==> src/rtl/unlock_pkg.sv <==
package unlock_pkg;
  localparam int unsigned KEY_BITS_D = 64;
  localparam logic [KEY_BITS_D-1:0] KEY_D = 64'hC3A5_5A3C_9E61_17E8;

  typedef struct packed {
    logic ce_n;
    logic oe_n;
    logic we_n;
    logic dq;
  } bus_smp_t;

  localparam bus_smp_t BUS_IDLE = '{ce_n: 1'b1, oe_n: 1'b1, we_n: 1'b1, dq: 1'b0};
endpackage

==> src/rtl/strobe_sync.sv <==
module strobe_sync
  import unlock_pkg::*;
#(
  parameter int unsigned SYNC_STAGES = 2
) (
  input  logic clk_i,
  input  logic rst_ni,
  input  logic ce_ni,
  input  logic oe_ni,
  input  logic we_ni,
  input  logic dq_i,
  output logic rd_evt_o,
  output logic wr_evt_o,
  output logic bit_o
);
  localparam int unsigned DEPTH = SYNC_STAGES + 1;

  bus_smp_t raw;
  bus_smp_t stg [DEPTH];
  bus_smp_t cur, prv;

  assign raw = '{ce_n: ce_ni, oe_n: oe_ni, we_n: we_ni, dq: dq_i};

  always_ff @(posedge clk_i or negedge rst_ni) begin
    if (!rst_ni) begin
      for (int i = 0; i < DEPTH; i++) stg[i] <= BUS_IDLE;
    end else begin
      stg[0] <= raw;
      for (int i = 1; i < DEPTH; i++) stg[i] <= stg[i-1];
    end
  end

  assign cur = stg[SYNC_STAGES-1];
  assign prv = stg[SYNC_STAGES];

  // cycle ends on strobe rise while chip enable was still low
  assign rd_evt_o = !prv.ce_n && !prv.oe_n && cur.oe_n;
  assign wr_evt_o = !prv.ce_n && !prv.we_n && cur.we_n;
  assign bit_o    = prv.dq;
endmodule

==> src/rtl/key_match.sv <==
module key_match #(
  parameter int unsigned KEY_BITS = 64,
  parameter logic [KEY_BITS-1:0] KEY = '0,
  localparam int unsigned PTR_W = $clog2(KEY_BITS)
) (
  input  logic             clk_i,
  input  logic             rst_ni,
  input  logic             en_i,
  input  logic             clr_i,
  input  logic             rd_evt_i,
  input  logic             wr_evt_i,
  input  logic             bit_i,
  output logic [PTR_W-1:0] ptr_o,
  output logic             fail_o,
  output logic             hit_o
);
  localparam logic [PTR_W-1:0] LAST = PTR_W'(KEY_BITS - 1);

  logic [PTR_W-1:0] ptr_q;
  logic             fail_q;
  logic             match;

  assign match = en_i && wr_evt_i && !fail_q && (bit_i == KEY[ptr_q]);
  assign hit_o = match && (ptr_q == LAST) && !clr_i;

  always_ff @(posedge clk_i or negedge rst_ni) begin
    if (!rst_ni) begin
      ptr_q  <= '0;
      fail_q <= 1'b0;
    end else if (clr_i || (en_i && rd_evt_i)) begin
      ptr_q  <= '0;
      fail_q <= 1'b0;
    end else if (en_i && wr_evt_i && !fail_q) begin
      if (!match)              fail_q <= 1'b1;
      else if (ptr_q == LAST)  ptr_q  <= '0;
      else                     ptr_q  <= ptr_q + 1'b1;
    end
  end

  assign ptr_o  = ptr_q;
  assign fail_o = fail_q;
endmodule

==> src/rtl/xfer_engine.sv <==
module xfer_engine #(
  parameter int unsigned NUM_REGS = 8,
  parameter int unsigned REG_W    = 8,
  localparam int unsigned IDX_W = $clog2(NUM_REGS),
  localparam int unsigned BIT_W = $clog2(REG_W),
  localparam int unsigned CNT_W = IDX_W + BIT_W
) (
  input  logic             clk_i,
  input  logic             rst_ni,
  input  logic             start_i,
  input  logic             abort_i,
  input  logic             rd_evt_i,
  input  logic             wr_evt_i,
  input  logic             bit_i,
  input  logic             side_we_i,
  input  logic [IDX_W-1:0] side_idx_i,
  input  logic [REG_W-1:0] side_wdata_i,
  output logic [REG_W-1:0] side_rdata_o,
  output logic             active_o,
  output logic             rd_bit_o,
  output logic [CNT_W-1:0] cnt_o
);
  localparam logic [CNT_W-1:0] LAST    = CNT_W'(NUM_REGS * REG_W - 1);
  localparam logic [BIT_W-1:0] BIT_TOP = BIT_W'(REG_W - 1);

  logic [REG_W-1:0] regs [NUM_REGS];
  logic [REG_W-1:0] shf_q, shf_nxt;
  logic [CNT_W-1:0] cnt_q;
  logic             active_q, dirty_q;
  logic [IDX_W-1:0] idx;
  logic [BIT_W-1:0] bpos;
  logic             acc_evt, in_bit, byte_done, commit;

  assign idx      = cnt_q[CNT_W-1:BIT_W];
  assign bpos     = cnt_q[BIT_W-1:0];
  assign rd_bit_o = regs[idx][bpos];

  assign acc_evt   = active_q && !abort_i && (rd_evt_i || wr_evt_i);
  // read cycles re-shift the stored bit so mixed bytes keep unwritten bits
  assign in_bit    = wr_evt_i ? bit_i : rd_bit_o;
  assign shf_nxt   = {in_bit, shf_q[REG_W-1:1]};
  assign byte_done = acc_evt && (bpos == BIT_TOP);
  assign commit    = byte_done && (dirty_q || wr_evt_i);

  always_ff @(posedge clk_i or negedge rst_ni) begin
    if (!rst_ni) begin
      active_q <= 1'b0;
      cnt_q    <= '0;
      dirty_q  <= 1'b0;
      shf_q    <= '0;
    end else if (abort_i) begin
      active_q <= 1'b0;
      cnt_q    <= '0;
      dirty_q  <= 1'b0;
    end else if (start_i) begin
      active_q <= 1'b1;
      cnt_q    <= '0;
      dirty_q  <= 1'b0;
    end else if (acc_evt) begin
      shf_q   <= shf_nxt;
      dirty_q <= byte_done ? 1'b0 : (dirty_q || wr_evt_i);
      cnt_q   <= cnt_q + 1'b1;
      if (cnt_q == LAST) active_q <= 1'b0;
    end
  end

  always_ff @(posedge clk_i or negedge rst_ni) begin
    if (!rst_ni) begin
      for (int i = 0; i < NUM_REGS; i++) regs[i] <= '0;
    end else if (commit) begin
      regs[idx] <= shf_nxt;
    end else if (side_we_i) begin
      regs[side_idx_i] <= side_wdata_i;
    end
  end

  assign side_rdata_o = regs[side_idx_i];
  assign active_o     = active_q;
  assign cnt_o        = cnt_q;
endmodule

==> src/rtl/serial_unlock_ctrl.sv <==
module serial_unlock_ctrl
  import unlock_pkg::*;
#(
  parameter int unsigned KEY_BITS    = KEY_BITS_D,
  parameter logic [KEY_BITS-1:0] KEY = KEY_D,
  parameter int unsigned NUM_REGS    = 8,
  parameter int unsigned REG_W       = 8,
  parameter int unsigned SYNC_STAGES = 2,
  localparam int unsigned IDX_W = $clog2(NUM_REGS)
) (
  input  logic             clk_i,
  input  logic             rst_ni,
  input  logic             pwr_fail_i,
  input  logic             ce_ni,
  input  logic             oe_ni,
  input  logic             we_ni,
  input  logic             dq0_i,
  output logic             dq0_o,
  output logic             dq0_oe_o,
  output logic             mem_ce_no,
  input  logic             side_we_i,
  input  logic [IDX_W-1:0] side_idx_i,
  input  logic [REG_W-1:0] side_wdata_i,
  output logic [REG_W-1:0] side_rdata_o
);
  localparam int unsigned PTR_W = $clog2(KEY_BITS);
  localparam int unsigned CNT_W = IDX_W + $clog2(REG_W);

  logic             rd_evt, wr_evt, ser_bit;
  logic             active, key_hit, key_fail;
  logic [PTR_W-1:0] key_ptr;
  logic [CNT_W-1:0] xfer_cnt;

  strobe_sync #(.SYNC_STAGES(SYNC_STAGES)) u_sync (
    .clk_i, .rst_ni, .ce_ni, .oe_ni, .we_ni,
    .dq_i     (dq0_i),
    .rd_evt_o (rd_evt),
    .wr_evt_o (wr_evt),
    .bit_o    (ser_bit)
  );

  key_match #(.KEY_BITS(KEY_BITS), .KEY(KEY)) u_match (
    .clk_i, .rst_ni,
    .en_i     (!active),
    .clr_i    (pwr_fail_i),
    .rd_evt_i (rd_evt),
    .wr_evt_i (wr_evt),
    .bit_i    (ser_bit),
    .ptr_o    (key_ptr),
    .fail_o   (key_fail),
    .hit_o    (key_hit)
  );

  xfer_engine #(.NUM_REGS(NUM_REGS), .REG_W(REG_W)) u_xfer (
    .clk_i, .rst_ni,
    .start_i      (key_hit),
    .abort_i      (pwr_fail_i),
    .rd_evt_i     (rd_evt),
    .wr_evt_i     (wr_evt),
    .bit_i        (ser_bit),
    .side_we_i, .side_idx_i, .side_wdata_i, .side_rdata_o,
    .active_o     (active),
    .rd_bit_o     (dq0_o),
    .cnt_o        (xfer_cnt)
  );

  assign mem_ce_no = active ? 1'b1 : ce_ni;
  assign dq0_oe_o  = active && !ce_ni && !oe_ni;
endmodule

==> config.mk <==
export PLATFORM = sky130hd
export DESIGN_NAME = serial_unlock_ctrl
export DESIGN_NICKNAME = d
export VERILOG_FILES = /design/src/rtl/unlock_pkg.sv /design/src/rtl/strobe_sync.sv /design/src/rtl/key_match.sv /design/src/rtl/xfer_engine.sv /design/src/rtl/serial_unlock_ctrl.sv
export SDC_FILE = /design/constraint.sdc
export NUM_CORES = 1
export LEC_CHECK = 0
export ABC_AREA = 1
export BUFFER_PORTS_ARGS = -buffer_cell sky130_fd_sc_hd__clkbuf_2
export CORE_MARGIN = 4
export CORE_UTILIZATION = 60
export DETAILED_ROUTE_END_ITERATION = 6
export PLACE_DENSITY = 0.75
export SETUP_SLACK_MARGIN = 0.02
export SKIP_LAST_GASP = 1
export SLEW_MARGIN = 40
export SYNTH_ARGS = -nofsm -noshare
export SYNTH_HDL_FRONTEND = slang
export SYNTH_SLANG_ARGS = --single-unit
==> constraint.sdc <==
create_clock -name clk_i -period 5.02 [get_ports clk_i]
set_input_delay 0.251 -clock clk_i [delete_from_list [all_inputs] [get_ports clk_i]]
set_output_delay 0.251 -clock clk_i [all_outputs]
set_load 0.01 [all_outputs]
# [Word-level counts from Yosys, hierarchy flattened]
# Memory sizes are Yosys's and may differ from the RTL's.
# Cells that the tools add are included.
[word_totals] regBits=99 rom_bits=64 input_bits=19 output_inout_bits=11 wordCells=119 n_memories=1
[classes] n_addsub=2 order_cmp=6 n_eq_ne=5 muxes=37 n_bitwise=4 n_reduce_logical=38
[memory_table] memory="(no name shown)" depth=64 width=1 rd=1 rd_clocked_by_memory_dff=0 wr=0 line="key_match.sv:23" source="assign match = en_i && wr_evt_i && !fail_q && (bit_i == KEY[ptr_q]);"
[ops] operator="$bwmux 64" count=2
[ops] operator="$mux 64" count=2
[ops] operator="$bmux 8 s3" count=2
[ops] operator="$demux 8 s3" count=2
[ops] operator="$mux 8" count=6
[ops] operator="$mux 6" count=7
[ops] operator="$logic_and 1x1->1" count=18
[ops] operator="$mux 1" count=15
[ops] operator="$add 6x1->6 const B" count=2
[ops] operator="$eq 6x6->1 const B" count=2
[ops] operator="$ge 4x4->1 const B" count=2
[ops] operator="$logic_not 1->1" count=8
[ops] operator="$lt 4x1->1 const B" count=2
[ops] operator="$not 3->4" count=2
[ops] operator="$lt 6x7->1 const B" count=1
[ops] operator="$reduce_and 2->1" count=3
[ops] operator="$reduce_bool 2->1" count=3
[ops] operator="$reduce_bool 3->1" count=2
[ops] operator="$lt 3x4->1 const B" count=1
[ops] operator="$bmux 1 s3" count=1
[ops] operator="$eq 3x3->1 const B" count=1
[ops] operator="$logic_or 1x1->1" count=3
[ops] operator="$reduce_and 3->1" count=1
[ops] operator="$ne 2x2->1 const B" count=1
[ops] operator="other kinds (2)" count=3

# [Depth between registers and ports, before layout]
# Gate-level depths: netlist of run 1.
[depth] word_depth=10 depth_mapped=15 depth_no_buf=15

# [By module]
# A second synthesis of run 1 with hierarchy kept.
[hier_totals] cells_unflattened=775 area_unflattened_um2=5863.1
[modules_own_cells] mod="xfer_engine" n_inst=1 cells_each=651 area_per_inst_um2=4828.4 seq_area_each_um2=1976.9
[modules_own_cells] mod="key_match" n_inst=1 cells_each=101 area_per_inst_um2=676.9 seq_area_each_um2=175.2
[modules_own_cells] mod="strobe_sync" n_inst=1 cells_each=18 area_per_inst_um2=334.1 seq_area_each_um2=311.5
[modules_own_cells] mod="serial_unlock_ctrl" n_inst=1 cells_each=5 area_per_inst_um2=23.8 seq_area_each_um2=0.0

# [Worst setup path after synthesis of run 1]
# Ideal clock, no wire load.
[synth_path] kind="register to register" start="register u_xfer.cnt_q[0] (netlist: u_xfer.cnt_o[0])" end="register u_xfer.regs[20] (netlist bit)" setup_ns=0.138 arrival_ns=1.825 required_ns=4.882 slack_ns=3.057 stages_incl_launch_ff=14 n_path_buf=1 period_less_slack_ns=1.963 cell_sequence="dfrtp_1 ha_1 ha_1 nand2_1 nor2_4 inv_4 nand2_2 inv_2 nand2_1 nand2_2 inv_2 buf_4 nand2_1 o221ai_1"
[synth_via] elab_chain_len=4 word_cells_on_any_way=5 cone_classes="1 x eq/ne; 1 x mux; 3 x reduce/logical"
[synth_rtl] element="start: declaration" line="xfer_engine.sv:28" source="logic [CNT_W-1:0] cnt_q;"
[synth_rtl] element="start signal: assignment" line="xfer_engine.sv:62" source="cnt_q <= cnt_q + 1'b1;"
[synth_rtl] element="$eq 3x3->1 *" line="xfer_engine.sv:42" source="assign byte_done = acc_evt && (bpos == BIT_TOP);"
[synth_rtl] element="$logic_and 1x1->1 *" line="xfer_engine.sv:42"
[synth_rtl] element="$logic_and 1x1->1 *" line="xfer_engine.sv:43" source="assign commit = byte_done && (dirty_q || wr_evt_i);"
[synth_rtl] element="$mux 64 or $reduce_bool 2->1 (tied branches)"
[synth_rtl] element="end signal: indexed assignment" line="xfer_engine.sv:71" source="regs[idx] <= shf_nxt;"
[synth_rtl] element="end signal: indexed assignment" line="xfer_engine.sv:73" source="regs[side_idx_i] <= side_wdata_i;"
[synth_rtl] element="end: declaration" line="xfer_engine.sv:26" source="logic [REG_W-1:0] regs [NUM_REGS];"
# Every way passes the cells marked *; elsewhere a longest branch is shown, timed or not.
# A chain may end at the register's enable or synchronous reset.

# [Worst setup path after layout of run 1]
[layout_path] start="register u_xfer.cnt_q[4] (netlist: u_xfer.cnt_o[4])" end="output port dq0_o"
[layout_via] elab_chain_len=6
[layout_rtl] element="$not 3->4 (implied by the code)" line="xfer_engine.sv:36" source="assign rd_bit_o = regs[idx][bpos];"
[layout_rtl] element="$bmux 8 s3" line="xfer_engine.sv:36"
[layout_rtl] element="$mux 8 (implied by the code) (2 in series)" line="xfer_engine.sv:36"
[layout_rtl] element="$bmux 1 s3" line="xfer_engine.sv:36"
[layout_rtl] element="$mux 1 (implied by the code)" line="xfer_engine.sv:36"
[layout_rtl] element="end: declaration" line="serial_unlock_ctrl.sv:18" source="output logic dq0_o,"
# No other way between the ends. The select of a mux whose other input is x is not followed.

==> out/results.txt, run 1 <==
Largest family of logic cells by synthesized area: simple AND/OR/NAND/NOR gates
DRT Pass-1 Iters: 7
Post-synthesis cell type with the largest combined area: sky130_fd_sc_hd__dfrtp_1
Count of antenna-violating nets left after detailed routing: 0
Path type of the worst setup path: flip-flop to primary output
Layout cells sized above 1: 0.156
Status: finished clean
Adder-Cell Fraction of Synth Area: 0.0148
Worst reg2reg path endpoint: u_xfer.regs[31]
Syn avg cell area: 7.92 um2
Synth warn: 0
Share of synthesized area spent on multiplexers: 0
Share of the clock period used by the worst path: 0.612
Synth Net Count: 772
Diode insertion count for antenna repair: 0
Portion of synthesized cell area occupied by the leading cell type: 0.377
Final hold vios: 0
Final setup fails: 0
Type of the worst min-delay path: primary input to flip-flop
Area delta synth->final: 8.05%
Pwr per Cell Area: 278 nW/um2
Initial DRC count: 702
Via density: 6.51
Maximum frequency from static timing analysis: 325 MHz
Chip width: 107 um
Slew @ Worst Pin: 804 ps
Area share of xor/xnor cells in the synthesized design: 0.00889
Cell Area, Placed: 6110 um2
# IOs: 30
Number of DRC violations after detailed routing: 0
CP bufs+invs: 2
Required @ worst endpoint: 4770 ps
Fillers: 799
Core ar.: 9420 um2
H-tree levels: 3
Die Outline Area: 11500 um2
Cells on worst reg2reg path: 12
I/O Buffers: 29
Main area contributors after synthesis: sky130_fd_sc_hd__dfrtp_1 (38%), sky130_fd_sc_hd__nand2_1 (11%), sky130_fd_sc_hd__nand3_1 (5.5%)
Total negative slack for setup checks: 0 ps
Arrival @ worst endpoint: 2820 ps
Total vias in the final route: 5887
First-pass GRT wire length: 31.4 mm
Clock buffer count from CTS: 9
Estimated wirelength of the detail-placed design: 14.7 mm
Wl on met1: 7.87 mm
Register cell area after layout: 2460 um2
Min cycle time layout: 3070 ps
Reg2Reg Launch Point: u_xfer.cnt_o[4]
Total design power: 1.77 mW
Remaining global-route overflow: 0
Max stage delay cell, worst path: sky130_fd_sc_hd__dfrtp_1
Worst IR drop on VDD: 0.202 mV
Antenna violations before repair: 0
Fraction of the mapped netlist area in compound gates: 0.188
Count of standard-cell rows: 35
Metal3 WL: 3.10 mm
Portion of the post-synthesis area used by sequential elements: 0.417
Worst min-delay path endpoint: u_xfer.active_o
Startpoint of the most critical hold path: pwr_fail_i
Global placer's final weighted congestion: 1.08
Peak per-stage delay on the critical path: 870 ps
CTS clk-pin slew, worst paths: 110 ps
Maximum capacitance violations: 0
P_leak: 2.71 nW
Total area of multi-input combinational cells: 2960 um2
Largest net degree at the start of global routing: 64
Setup clock skew after layout: 14.5 ps
Register-to-register path setup slack: 2150 ps
Series of cell instances along the critical path: nand2_2 -> nor2_1 -> nand2_1 -> nand2_1 -> nor2_1 -> nand3_1 -> nand3_1 -> nand3_1 -> nand2_1 -> inv_1 -> clkbuf_2
Post_cts resized: 0
Uppermost layer routed: met4
Critical Path Fanout Max: 18
Post-synth design cell area: 5910 um2
Setup repair after global routing missed its margin: no
Total routing usage reported by global routing: 0.362
Nets: 796
Met2 routed wirelength: 8.53 mm
Critical Path Source Type: flip-flop
Post-Route WL: 20.2 mm
Number of different library cells in the post-synthesis netlist: 41
Root Driver: sky130_fd_sc_hd__clkbuf_8
Routed len/inst: 22.3 um
Clock insertion delay at the later pin of the skew report: 390 ps
Basic-gate share of the synthesized area counting and, or, nand and nor cells: 0.287
Vias in the first global route: 5513
Commonest non-fill, non-tap cell in the layout: sky130_fd_sc_hd__nand2_1
Number of synthesized register bits: 98
Height of the die: 107 um
Synthesized netlist cell count: 746
Number of max-slew violations in the final report: 0
Hold Path Cell Cnt: 2
Post-Layout Inst Area: 6380 um2
CP delay by family, top: simple AND/OR/NAND/NOR gates
Clock tree from TritonCTS: done
Endpoint class of the critical path: primary output
Maximum number of buffers from clock root to sink: 2
Top library cells by usage in the layout, fill and taps aside: sky130_fd_sc_hd__nand2_1 (172), sky130_fd_sc_hd__dfrtp_1 (89), sky130_fd_sc_hd__inv_1 (67)
# clock sinks: 98
Relative slew margins: 0.464
Initial Utilization: 0.628
[flip-flops by register name, indices dropped and copies added, names as in the netlist]
signal / count
u_xfer.active_o: 1
u_sync.prv: 3
u_sync.stg: 4
u_xfer.shf_q: 7
u_xfer.regs: 64
u_match.fail_o: 1
u_match.ptr_o: 6
u_sync.bit_o: 1
u_xfer.cnt_o: 6
u_xfer.dirty_q: 1
u_sync.cur: 4
[cell type report]
class,instances,area share
clock buffers,9,0.0194
clock inverters,7,0.0147
inverters,86,0.0517
multi-input cells,535,0.463
flip-flops and latches,98,0.386
well taps,129,0.0253
repair buffers,40,0.0398
[Yosys cell counts]
cell	instances
sky130_fd_sc_hd__a21oi_1	17
sky130_fd_sc_hd__a21oi_4	2
sky130_fd_sc_hd__a221oi_1	8
sky130_fd_sc_hd__a22oi_1	11
sky130_fd_sc_hd__a31oi_1	12
sky130_fd_sc_hd__a32oi_1	16
sky130_fd_sc_hd__buf_2	14
sky130_fd_sc_hd__buf_4	8
sky130_fd_sc_hd__buf_6	2
sky130_fd_sc_hd__clkbuf_1	3
sky130_fd_sc_hd__dfrtp_1	89
sky130_fd_sc_hd__dfstp_2	9
sky130_fd_sc_hd__ha_1	7
sky130_fd_sc_hd__inv_1	67
sky130_fd_sc_hd__inv_2	16
sky130_fd_sc_hd__inv_4	3
sky130_fd_sc_hd__nand2_1	172
sky130_fd_sc_hd__nand2_2	13
sky130_fd_sc_hd__nand2_4	1
sky130_fd_sc_hd__nand3_1	65
sky130_fd_sc_hd__nand3_2	3
sky130_fd_sc_hd__nand3_4	2
sky130_fd_sc_hd__nand4_1	15
sky130_fd_sc_hd__nor2_1	54
sky130_fd_sc_hd__nor2_2	3
sky130_fd_sc_hd__nor2_4	7
sky130_fd_sc_hd__nor2_8	1
sky130_fd_sc_hd__nor3_1	6
sky130_fd_sc_hd__nor3_2	3
sky130_fd_sc_hd__nor3_4	5
sky130_fd_sc_hd__o2111ai_1	3
sky130_fd_sc_hd__o211ai_1	6
sky130_fd_sc_hd__o21ai_0	41
sky130_fd_sc_hd__o21ai_1	23
sky130_fd_sc_hd__o21bai_1	2
sky130_fd_sc_hd__o221ai_1	13
sky130_fd_sc_hd__o22ai_1	13
sky130_fd_sc_hd__o32ai_1	3
sky130_fd_sc_hd__or2_2	2
sky130_fd_sc_hd__xnor2_1	1
sky130_fd_sc_hd__xor2_1	5
[repair_timing]
| item | in CTS | in global routing |
|---|---|---|
| buffers inserted | 0 | 0 |
| endpoints found under the hold margin | 32 | 0 |
| hold buffers | 5 | 0 |
[per-layer routing]
metal,vias to the layer above,GRT usage
li1,2616,-
met1,2729,0.498
met2,480,0.523
met3,62,0.144
met4,0,0.111
met5,-,0.0238
[cells by family (layout without fill, tap and decap cells)]
| logic type | count (synthesis) | after routing |
|---|---|---|
| AO/OA/AOI/OAI | 170 | 170 |
| adder cells (fa/ha/maj) | 7 | 7 |
| flip-flops | 98 | 98 |
| AND/OR/NAND/NOR | 352 | 352 |
| XOR/XNOR | 6 | 6 |
| buffers and inverters | 113 | 142 |
[metrics by stage]
step                 util  hold WS (ps)  std cells  setup WS (ps)
floorplan               -         -44.6        746           3060
global placement    0.646           232        881           2260
detailed placement  0.649           241        883           2310
CTS                 0.678          29.4        904           2050
global route        0.678          30.4        904           1900
finish              0.678          39.2        904           1950
[where the power goes]
group | total, mW | internal [mW] | switching [mW]
clock | 0.576 | 0.246 | 0.330
combinational | 0.261 | 0.0908 | 0.170
sequential | 0.937 | 0.860 | 0.0776
total | 1.77 | 1.20 | 0.578
[how the worst max path moves through the flow]
stage                    start               to  cells past startpoint
3_3_place_gp   u_xfer.cnt_o[4]  u_xfer.regs[31]                     12
4_1_cts        u_xfer.cnt_o[4]            dq0_o                     10
2_1_floorplan  u_xfer.cnt_o[0]  u_xfer.regs[20]                     13
3_5_place_dp     u_sync.cur[1]  u_xfer.regs[39]                      9
5_1_grt        u_xfer.cnt_o[4]            dq0_o                     10
6_report       u_xfer.cnt_o[4]            dq0_o                     11
Power figures use the tool's default switching activity.
==> inputs of run 2 (changes only) <==
- ABC_AREA: 1 -> 0
- CORE_UTILIZATION: 60 -> 56
- PLACE_DENSITY: 0.75 -> 0.74
- clock period: 5.02 -> 2.8 ns (I/O delays scaled with it)
==> out/results.txt, run 2 <==
Status: finished clean
Number of post-CTS setup repair buffers: 0 (unchanged)
Setup ws final: 119 ps (-1830 ps)
Root Driver: sky130_fd_sc_hd__clkbuf_8
Endpoint class of the critical path: primary output
Peak per-stage delay on the critical path: 590 ps (-280 ps)
Core ar.: 9860 um2 (+4.8%)
Vias in the first global route: 5305 (-3.8%)
# clock sinks: 98 (unchanged)
Remaining global-route overflow: 0 (unchanged)
Main area contributors after synthesis: sky130_fd_sc_hd__dfrtp_1 (39%), sky130_fd_sc_hd__a22oi_1 (9.7%), sky130_fd_sc_hd__nand2_1 (7.3%)
Number of max-slew violations in the final report: 0 (unchanged)
Critical Path Source Type: flip-flop
Largest net degree at the start of global routing: 53 (-17%)
Routed len/inst: 23.8 um (+6.8%)
DRT Pass-1 Iters: 5 (-2)
Register-to-register path setup slack: 160 ps (-1990 ps)
Top library cells by usage in the layout, fill and taps aside: sky130_fd_sc_hd__nand2_1 (111), sky130_fd_sc_hd__dfrtp_1 (87), sky130_fd_sc_hd__a22oi_1 (74)
Nets: 692 (-13%)
Path type of the worst setup path: flip-flop to primary output
Global placer's final weighted congestion: 1.06 (-1.9%)
Portion of synthesized cell area occupied by the leading cell type: 0.389 (+0.0118)
Total design power: 3.21 mW (+81%)
Initial DRC count: 572 (-19%)
Antenna violations before repair: 0 (unchanged)
Max stage delay cell, worst path: sky130_fd_sc_hd__dfrtp_2
Post-Layout Inst Area: 6460 um2 (+1.2%)
Synth Net Count: 647 (-16%)
Series of cell instances along the critical path: nor2_1 -> a221oi_1 -> o221ai_1 -> o311ai_0 -> a21oi_2 -> clkbuf_2
Height of the die: 109 um (+1.8%)
Number of synthesized flops with an enable pin: 0 (unchanged)
Most numerous cell types in the synthesized netlist: sky130_fd_sc_hd__nand2_1 (111), sky130_fd_sc_hd__dfrtp_1 (89), sky130_fd_sc_hd__a22oi_1 (74), sky130_fd_sc_hd__nor2_1 (36), sky130_fd_sc_hd__a21oi_1 (20)
Portion of the post-synthesis area used by sequential elements: 0.430 (+0.0130)
Required @ worst endpoint: 2660 ps (-2110 ps)
Maximum frequency from static timing analysis: 373 MHz
Post-Route WL: 19.2 mm (-5.0%)
Total routing usage reported by global routing: 0.341 (-0.0211)
Total negative slack for setup checks: 0 ps (unchanged)
Regs by FF count: u_xfer.regs: 64 flops, u_xfer.shf_q: 7 flops
Final hold vios: 0 (unchanged)
Post-layout utilization of the core: 0.655 (-0.0231)
Relative slew margins: 0.567 (+0.103)
Die Outline Area: 11900 um2 (+3.6%)
Pwr per Cell Area: 497 nW/um2 (+79%)
Clock buffer count from CTS: 9 (unchanged)
Number of different library cells in the post-synthesis netlist: 72 (+76%)
Setup repair after global routing missed its margin: no
Total vias in the final route: 5455 (-7.3%)
Count of antenna-violating nets left after detailed routing: 0 (unchanged)
Largest register FFs: 64 (unchanged)
Initial Utilization: 0.581 (-0.0467)
Cell Area, Placed: 6210 um2 (+1.7%)
Estimated wirelength of the detail-placed design: 13.5 mm (-8.1%)
Final setup fails: 0 (unchanged)
Layout cells sized above 1: 0.231 (+0.0749)
Diode insertion count for antenna repair: 0 (unchanged)
Clock insertion delay at the later pin of the skew report: 390 ps (about the same)
Flip-flop cell with the highest count after synthesis: sky130_fd_sc_hd__dfrtp_1
Via density: 6.78 (+4.2%)
Maximum number of buffers from clock root to sink: 2 (unchanged)
Maximum capacitance violations: 0 (unchanged)
First-pass GRT wire length: 29.8 mm (-5.1%)
Share of the clock period used by the worst path: 0.957
Min cycle time layout: 2680 ps
Post-synthesis cell type with the largest combined area: sky130_fd_sc_hd__dfrtp_1
Slew @ Worst Pin: 649 ps (-154 ps)
Critical Path Fanout Max: 21 (+3)
Commonest non-fill, non-tap cell in the layout: sky130_fd_sc_hd__nand2_1
Chip width: 109 um (+1.8%)
Most common cell in the synthesized netlist: sky130_fd_sc_hd__nand2_1
Type of the worst min-delay path: primary input to flip-flop
Synth warn: 0 (unchanged)
P_leak: 2.87 nW (+5.7%)
Worst IR drop on VDD: 0.480 mV (+140%)
Setup clock skew after layout: 10.0 ps (-4.42 ps)
I/O Buffers: 29 (unchanged)
Number of synthesized register bits: 98 (unchanged)
Area delta synth->final: 12.8%
Number of DRC violations after detailed routing: 0 (unchanged)
H-tree levels: 3 (unchanged)
Arrival @ worst endpoint: 2540 ps (-280 ps)
CTS clk-pin slew, worst paths: 100 ps (about the same)
Clock tree from TritonCTS: done
# IOs: 30 (unchanged)
Post-synth design cell area: 5730 um2 (-3.0%)
Top register by number of flip-flops: u_xfer.regs
Setup WS pre-CTS: 281 ps (-2030 ps)
Syn avg cell area: 9.23 um2 (+16%)
Count of standard-cell rows: 36 (+2.9%)
Synthesized netlist cell count: 621 (-17%)
Async set-reset flop share out of synthesis: 1.00 (unchanged)
-- run 2: cell types whose count changed after synthesis, sizes merged, moves of 11 or more --
cell,previous run,this run
inv,86,15
and3,0,14
o22ai,13,2
o21ai,64,20
mux2,0,15
clkbuf,3,18
a32oi,16,3
a22oi,11,74
nand2,186,113
nand3,70,20
o221ai,13,2
nor2,65,42
-- run 2: final cells by class --
cell class	instances	area, um2
multi-input cells	458	2990
clock buffers	9	124
fillers	802	3400
repair buffers	83	591
well taps	133	166
inverters	16	60.1
flip-flops and latches	98	2470
clock inverters	7	61.3
-- run 2: worst max-delay path: cells and delay by family, from the launching register on --
kind            cells  cell delay (ps)
buf+inv             1              200
compound gates      4              900
flops               1              590
simple gates        1              460
-- run 2: power breakdown --
group | switching, mW | total [mW] | internal, mW
logic | 0.294 | 0.525 | 0.231
registers | 0.189 | 1.80 | 1.61
clock network | 0.550 | 0.892 | 0.341
-- run 2: worst paths after layout --
kind	start	cells after the start	to
max	u_xfer.cnt_o[4]	6	dq0_o
min in group asynchronous	rst_ni	2	u_match.ptr_o[1]
min reg2reg	u_sync.cur[3]	0	u_sync.prv[3]
max reg2reg	u_xfer.cnt_o[1]	9	u_xfer.regs[39]
max in group asynchronous	rst_ni	3	u_sync.stg[9]
min	pwr_fail_i	2	u_xfer.active_o
-- run 2: logic make-up after synthesis --
family,Yosys count,share of synthesized area
simple gates,245,0.211
flops,98,0.430
fa+ha+maj,7,0.0153
compound gates,172,0.221
mux,28,0.0644
buf+inv,65,0.0491
xor+xnor,6,0.00917
-- run 2: metal layers --
layer	share of wire	vias up	global-route usage
li1	-	2371	-
met1	0.40	2681	0.466
met2	0.44	325	0.506
met3	0.10	78	0.0740
met4	0.055	0	0.183
met5	0	-	0
-- run 2: stage by stage --
stage	hold WS, ps	std cells
6_report	14.9	804
5_1_grt	8.18	804
4_1_cts	8.69	804
3_5_place_dp	195	783
3_3_place_gp	193	783
2_1_floorplan	-156	621
-- run 2: timing repair --
action	CTS	global route
hold endpoints to repair	50	0
resized for setup	3	1
endpoints found under the setup margin	1	1
hold buffers	5	0
